--- src/rtl/acc_alu8_pkg.sv ---
package acc_alu8_pkg;
  localparam int FLAG_BITS = 4;
  localparam int FC = 0;
  localparam int FZ = 1;
  localparam int FV = 2;
  localparam int FN = 3;

  typedef enum logic [2:0] {
    AR_OR  = 3'd0,
    AR_AND = 3'd1,
    AR_XOR = 3'd2,
    AR_ADD = 3'd3,
    AR_NU4 = 3'd4,
    AR_NU5 = 3'd5,
    AR_CMP = 3'd6,
    AR_SUB = 3'd7
  } arith_op_e;

  typedef enum logic [2:0] {
    SH_SHL = 3'd0,
    SH_ROL = 3'd1,
    SH_SHR = 3'd2,
    SH_ROR = 3'd3,
    SH_NU4 = 3'd4,
    SH_NU5 = 3'd5,
    SH_DEC = 3'd6,
    SH_INC = 3'd7
  } step_op_e;
endpackage

--- src/rtl/alu8_arith_unit.sv ---
module alu8_arith_unit
  import acc_alu8_pkg::*;
#(
  parameter int W = 8
) (
  input  logic [2:0]           op,
  input  logic [W-1:0]         a,
  input  logic [W-1:0]         b,
  input  logic [FLAG_BITS-1:0] fin,
  output logic [W-1:0]         res,
  output logic [FLAG_BITS-1:0] fout,
  output logic                 wr
);
  arith_op_e   code;
  logic        use_inv;
  logic        cin;
  logic [W-1:0] b_eff;
  logic [W:0]  sum;
  logic        ovf;

  assign code    = arith_op_e'(op);
  assign use_inv = (code == AR_SUB) || (code == AR_CMP);
  assign b_eff   = use_inv ? ~b : b;
  assign cin     = (code == AR_CMP) ? 1'b1 : fin[FC];
  // single shared adder for add, subtract and compare
  assign sum     = {1'b0, a} + {1'b0, b_eff} + {{W{1'b0}}, cin};
  assign ovf     = ((sum[W-1:0] ^ b_eff) & (sum[W-1:0] ^ a)) >> (W-1) != '0;

  always_comb begin
    res  = a;
    fout = fin;
    wr   = 1'b0;
    unique case (code)
      AR_OR:  begin res = a | b; wr = 1'b1; end
      AR_AND: begin res = a & b; wr = 1'b1; end
      AR_XOR: begin res = a ^ b; wr = 1'b1; end
      AR_ADD, AR_SUB: begin
        res      = sum[W-1:0];
        wr       = 1'b1;
        fout[FC] = sum[W];
        fout[FV] = ovf;
      end
      AR_CMP: begin
        fout[FC] = sum[W];
        fout[FZ] = (a == b);
        fout[FN] = sum[W-1];
      end
      default: begin end
    endcase
    if (wr) begin
      fout[FZ] = (res == '0);
      fout[FN] = res[W-1];
    end
  end
endmodule

--- src/rtl/alu8_step_unit.sv ---
module alu8_step_unit
  import acc_alu8_pkg::*;
#(
  parameter int W = 8
) (
  input  logic [2:0]           op,
  input  logic [W-1:0]         a,
  input  logic [FLAG_BITS-1:0] fin,
  output logic [W-1:0]         res,
  output logic [FLAG_BITS-1:0] fout,
  output logic                 wr
);
  step_op_e code;
  assign code = step_op_e'(op);

  always_comb begin
    res  = a;
    fout = fin;
    wr   = 1'b0;
    unique case (code)
      SH_SHL: begin res = {a[W-2:0], 1'b0};     fout[FC] = a[W-1]; wr = 1'b1; end
      SH_ROL: begin res = {a[W-2:0], fin[FC]};  fout[FC] = a[W-1]; wr = 1'b1; end
      SH_SHR: begin res = {1'b0, a[W-1:1]};     fout[FC] = a[0];   wr = 1'b1; end
      SH_ROR: begin res = {fin[FC], a[W-1:1]};  fout[FC] = a[0];   wr = 1'b1; end
      SH_DEC: begin res = a - 1'b1; wr = 1'b1; end
      SH_INC: begin res = a + 1'b1; wr = 1'b1; end
      default: begin end
    endcase
    if (wr) begin
      fout[FZ] = (res == '0);
      fout[FN] = res[W-1];
    end
  end
endmodule

--- src/rtl/alu8_out_reg.sv ---
module alu8_out_reg #(
  parameter int PW = 13
) (
  input  logic          clk,
  input  logic          rst_n,
  input  logic          in_valid,
  output logic          in_ready,
  input  logic [PW-1:0] in_data,
  output logic          out_valid,
  input  logic          out_ready,
  output logic [PW-1:0] out_data
);
  assign in_ready = !out_valid || out_ready;

  always_ff @(posedge clk) begin
    if (!rst_n) begin
      out_valid <= 1'b0;
      out_data  <= '0;
    end else if (in_valid && in_ready) begin
      out_valid <= 1'b1;
      out_data  <= in_data;
    end else if (out_ready) begin
      out_valid <= 1'b0;
    end
  end

  AST_HOLD_STALLED: assert property (@(posedge clk) disable iff (!rst_n)
    out_valid && !out_ready |=> out_valid && $stable(out_data));
  AST_ACCEPT_SHOWS: assert property (@(posedge clk) disable iff (!rst_n)
    in_valid && in_ready |=> out_valid);
endmodule

--- src/rtl/acc_alu8.sv ---
module acc_alu8
  import acc_alu8_pkg::*;
#(
  parameter int W = 8
) (
  input  logic                 clk,
  input  logic                 rst_n,
  input  logic                 in_valid,
  output logic                 in_ready,
  input  logic                 in_grp,
  input  logic [2:0]           in_op,
  input  logic [W-1:0]         in_acc,
  input  logic [W-1:0]         in_opnd,
  input  logic [FLAG_BITS-1:0] in_flags,
  output logic                 out_valid,
  input  logic                 out_ready,
  output logic [W-1:0]         out_res,
  output logic [FLAG_BITS-1:0] out_flags,
  output logic                 out_wr_acc
);
  localparam int PW = W + FLAG_BITS + 1;

  logic [W-1:0]         ar_res, st_res, sel_res;
  logic [FLAG_BITS-1:0] ar_flg, st_flg, sel_flg;
  logic                 ar_wr, st_wr, sel_wr;
  logic [PW-1:0]        pay_in, pay_out;

  alu8_arith_unit #(.W(W)) u_arith (
    .op(in_op), .a(in_acc), .b(in_opnd), .fin(in_flags),
    .res(ar_res), .fout(ar_flg), .wr(ar_wr)
  );

  alu8_step_unit #(.W(W)) u_step (
    .op(in_op), .a(in_acc), .fin(in_flags),
    .res(st_res), .fout(st_flg), .wr(st_wr)
  );

  assign sel_res = in_grp ? st_res : ar_res;
  assign sel_flg = in_grp ? st_flg : ar_flg;
  assign sel_wr  = in_grp ? st_wr  : ar_wr;
  assign pay_in  = {sel_wr, sel_flg, sel_res};

  alu8_out_reg #(.PW(PW)) u_oreg (
    .clk(clk), .rst_n(rst_n),
    .in_valid(in_valid), .in_ready(in_ready), .in_data(pay_in),
    .out_valid(out_valid), .out_ready(out_ready), .out_data(pay_out)
  );

  assign out_res    = pay_out[W-1:0];
  assign out_flags  = pay_out[W +: FLAG_BITS];
  assign out_wr_acc = pay_out[PW-1];

  AST_NZ_FROM_RESULT: assert property (@(posedge clk) disable iff (!rst_n)
    out_valid && out_wr_acc |-> out_flags[FZ] == (out_res == '0) && out_flags[FN] == out_res[W-1]);
  AST_CMP_NO_WRITE: assert property (@(posedge clk) disable iff (!rst_n)
    in_valid && in_ready && !in_grp && in_op == 3'd6 |=> !out_wr_acc && out_res == $past(in_acc));
  AST_STEP_KEEPS_CV: assert property (@(posedge clk) disable iff (!rst_n)
    in_valid && in_ready && in_grp && in_op[2:1] == 2'b11
    |=> out_flags[FC] == $past(in_flags[FC]) && out_flags[FV] == $past(in_flags[FV]));
  AST_UNUSED_PASS: assert property (@(posedge clk) disable iff (!rst_n)
    in_valid && in_ready && in_op[2:1] == 2'b10
    |=> out_flags == $past(in_flags) && out_res == $past(in_acc) && !out_wr_acc);
  AST_LOGIC_KEEPS_CV: assert property (@(posedge clk) disable iff (!rst_n)
    in_valid && in_ready && !in_grp && in_op <= 3'd2
    |=> out_flags[FC] == $past(in_flags[FC]) && out_flags[FV] == $past(in_flags[FV]));
endmodule

--- config.mk ---
export PLATFORM = sky130hd
export DESIGN_NAME = acc_alu8
export DESIGN_NICKNAME = d
export VERILOG_FILES = /design/src/rtl/acc_alu8_pkg.sv /design/src/rtl/alu8_arith_unit.sv /design/src/rtl/alu8_step_unit.sv /design/src/rtl/alu8_out_reg.sv /design/src/rtl/acc_alu8.sv
export SDC_FILE = /design/constraint.sdc
export NUM_CORES = 1
export LEC_CHECK = 0
export CORE_ASPECT_RATIO = 0.5
export CORE_MARGIN = 2
export CORE_UTILIZATION = 25
export CTS_CLUSTER_DIAMETER = 50
export DETAILED_ROUTE_END_ITERATION = 8
export SLEW_MARGIN = 5
export SYNTH_ARGS = -nofsm -noshare
export SYNTH_HDL_FRONTEND = slang
export SYNTH_SLANG_ARGS = --single-unit
--- constraint.sdc ---
create_clock -name clk -period 4.9 [get_ports clk]
set_input_delay 0.735 -clock clk [delete_from_list [all_inputs] [get_ports clk]]
set_output_delay 0.735 -clock clk [all_outputs]
set_load 0.05 [all_outputs]
==> summary.md <==
| Metric | Value |
|---|---|
| Status | `finished, final reports clean` |
| Count of hold-fix buffers inserted at cts | `0` |
| Kind of end point of the critical path | `flip-flop` |
| GR Util met1 | `between 20 and 25%` |
| Worst Path Arrival | `between 4 and 5 ns` |
| Seq/Total Area, Yosys | `11.5%` |
| LEAKAGE | `1.24 nW` |
| #FFs+latches synth | `14` |
| Main synth FF type | `dfxtp_1` |
| Gpl congestion | `between 0.9 and 1` |
| Total track usage | `between 10% and 20%` |
| Finished Cell Area | `about 3100 µm²` |
| Final #Nets | `roughly 420` |
| Antenna viol nets, final | `0` |
| CTS resizes | `0` |
| Die Height | `approximately 74 µm` |
| M2 GR Usage | `a little under a quarter` |
| Maximum vdd ir drop | `0.118 mV` |
| Row count | `25` |
| CTS H-tree lvls | `1` |
| Ys async rst share | `0%` |
| Clock buffer depth | `2` |
| Ratio of cells with drive above 1 in the final layout | `a little over 6%` |
| DR pass1 iterations | `4` |
| Least-Margin Pin Slew | `0.703 ns` |
| Via count | `around 2500` |
| Hpwl dp | `5930 µm` |
| Ant diodes | `0` |
| Area growth, synth to finish | `27.1%` |
| Residual DRC | `0` |
| Core Box Area | `around 9400 µm²` |
| Cell Area, Placed | `3000 µm²` |
| Period utilisation layout | `between 70% and 80%` |
| Startpoint Class | `input pin` |
| Skew-Pair Late Insertion Delay | `roughly 0.24 ns` |
| Met3 usage | `around 1.2%` |
| Syn nets | `around 380` |
| Number of flops mapped to enable cells by yosys | `0` |
| Reg2reg path depth | `6` |
| Setup tns final | `0 ns` |
| Slowest Stage Delay on Critical Path | `around 0.52 ns` |
| Min-Delay Path Class | `reg2reg` |
| Synth Warn # | `0` |
| Final slew viol count | `0` |
| Crit path cell chain | `clkdlybuf4s50_1, and3_1, inv_1, fa_1, a211oi_1, o21bai_1, a21oi_1, xnor2_1, mux4_2, or4b_1, a311oi_1` |
| Max-cap violations | `0` |
| Final WL | `between 7000 and 8000 µm` |
| Initial antenna violation count | `0` |
| DR WL/cell | `15.3 µm` |
| Worst relative slew slack | `between 50% and 60%` |
| Global-route wire length before repair | `about 12000 µm` |
| CTS root buffer | `clkbuf_16` |
| Setup violators final | `0` |
| Vias in the first global route | `2298` |
| Busiest grt layer | `met2` |
| Largest net degree at the start of global routing | `24` |
| CTS sink count | `14` |
| RSZ-0062 raised after global routing | `false` |
| WHS Path Cells | `2` |
| Worst-path cell with the longest stage delay | `or4b_1` |
| Clock Skew | `approximately 0.0019 ns` |
| CTS tree | `built` |
| Die Footprint | `about 11000 µm²` |
| Cells after Synth | `~320` |
| PortBufs | `42` |
| CP Class | `in2reg` |
| DRT iter0 DRCs | `between 200 and 250` |
| DR vias/cell | `5.13` |
| Syn Area/Cell | `7.62 µm²` |
| Global route overflow | `0` |
| CP max FO | `7` |
| Max Clk Rate | `about 0.26 GHz` |
| Starting Density | `25.7%` |
| Cell variety after synth | `62` |
| Crit path time final | `3.92 ns` |
| Final Hold Vio Count | `0` |
| Clock buffer count from CTS | `3` |
| Die Span X | `roughly 140 µm` |
| Req. time, crit path | `just over 5 ns` |
| Pwr dens | `around 210 nW/µm²` |
| Synth Cell Area | `2430 µm²` |
| Reg clk slew, reported paths | `0.05 ns` |
| # Post-CTS Setup Buffers | `0` |
| Io pins | `43` |
-- layer usage --
layer,vias up,wire (µm)
li1,1256,-
met4,0,42
met3,6,425
met5,-,0
met1,1177,3840
met2,82,3200
-- cells by family after synthesis --
| family | Yosys count | share of synthesized area (%) |
|---|---|---|
| buffers and inverters | 44 | 7.72 |
| flip-flops | 14 | 11.5 |
| adder cells (fa/ha/maj) | 32 | 17.4 |
| AO/OA/AOI/OAI | 104 | 30.5 |
| XOR/XNOR | 20 | 7.21 |
| multiplexers | 10 | 5.72 |
| AND/OR/NAND/NOR | 95 | 19.9 |
-- critical path: cells and delay by family --
family                     cells  cell delay (ns)
and+or+nand+nor                2             0.78
buffers and inverters          2             0.66
adders and majority gates      1             0.44
xor gates and xnor gates       1             0.09
AOI/OAI and AO/OA              4             0.88
muxes                          1             0.48
-- synth_stat cells, drive strengths merged (4+ instances only) --
cell type	n	area share, %
o211a	4	1.6
nand2b	5	1.3
inv	23	3.6
a21oi	20	4.1
and2	4	1.0
o211ai	4	1.2
nor3	6	1.2
a21boi	4	1.2
dfxtp	14	12
xnor2	17	6.1
a211oi	9	2.8
o31ai	4	1.2
a211o	5	1.8
nor2b	6	1.5
o21ai	17	3.5
nand3	8	1.6
ha	29	15
clkbuf	13	2.0
nand2	16	2.5
nor3b	4	1.2
nor2	30	4.6
o21bai	5	1.5
mux2i	6	2.5
buf	6	1.9
-- path summary, 6_finish.rpt --
check | end | startpoint | slack, ns
min reg2reg | u_oreg.out_data[4] | u_oreg.out_data[4] | 0.45
max reg2reg | u_oreg.out_data[9] | u_oreg.out_valid | 3.34
max | u_oreg.out_data[9] | in_op[2] | 0.98
min | u_oreg.out_data[4] | u_oreg.out_data[4] | 0.45
-- layout by cell type, fill, tap and decap left out, drive strengths merged, types with 3 or more instances in the layout --
cell,count
and3,3
nor3b,4
inv,23
mux4,3
xor2,3
nor3,6
o22ai,3
o211ai,4
a211oi,9
nand3,8
clkdlybuf4s50,42
o211a,4
buf,10
nand2,16
nor2b,6
and2,4
ha,29
nor2,30
nor4,3
nand2b,5
o21bai,5
xnor2,17
o21ai,17
o31ai,4
a211o,5
clkbuf,4
fa,3
a21oi,20
a221o,3
a31oi,3
mux2i,6
a21boi,4
dfxtp,14
-- registers in the layout (all words and copies together), names as in the netlist --
register and flops:
u_oreg.out_data 13, u_oreg.out_valid 1
-- report_power, final --
part           leakage [nW]  switching (mW)  internal (mW)
clock network        0.0442          0.0456          0.124
logic                  1.08           0.199          0.145
registers             0.116         0.00543          0.124
total                  1.24           0.250          0.392
-- through the flow --
stage          hold slack (ns)  utilization, %  std cells  setup slack (ns)  power [mW]
2_1_floorplan            0.670               -        319              1.16       0.367
3_3_place_gp             0.443            31.8        487             0.791       0.471
3_5_place_dp             0.453            31.8        487             0.744       0.471
4_1_cts                  0.457            32.7        491             0.981       0.642
5_1_grt                  0.478            32.7        491             0.714       0.686
6_report                 0.449            32.7        491             0.982       0.642
-- area by class of cell --
class                      instances  area (µm²)
tap                              135         169
inverter                          25        93.8
clock buffer                       4        88.8
fill                            1022        6360
timing repair buffer              52         495
multi-input combinational        261        1960
sequential                        14         280
(Power assumes the default switching activity.)
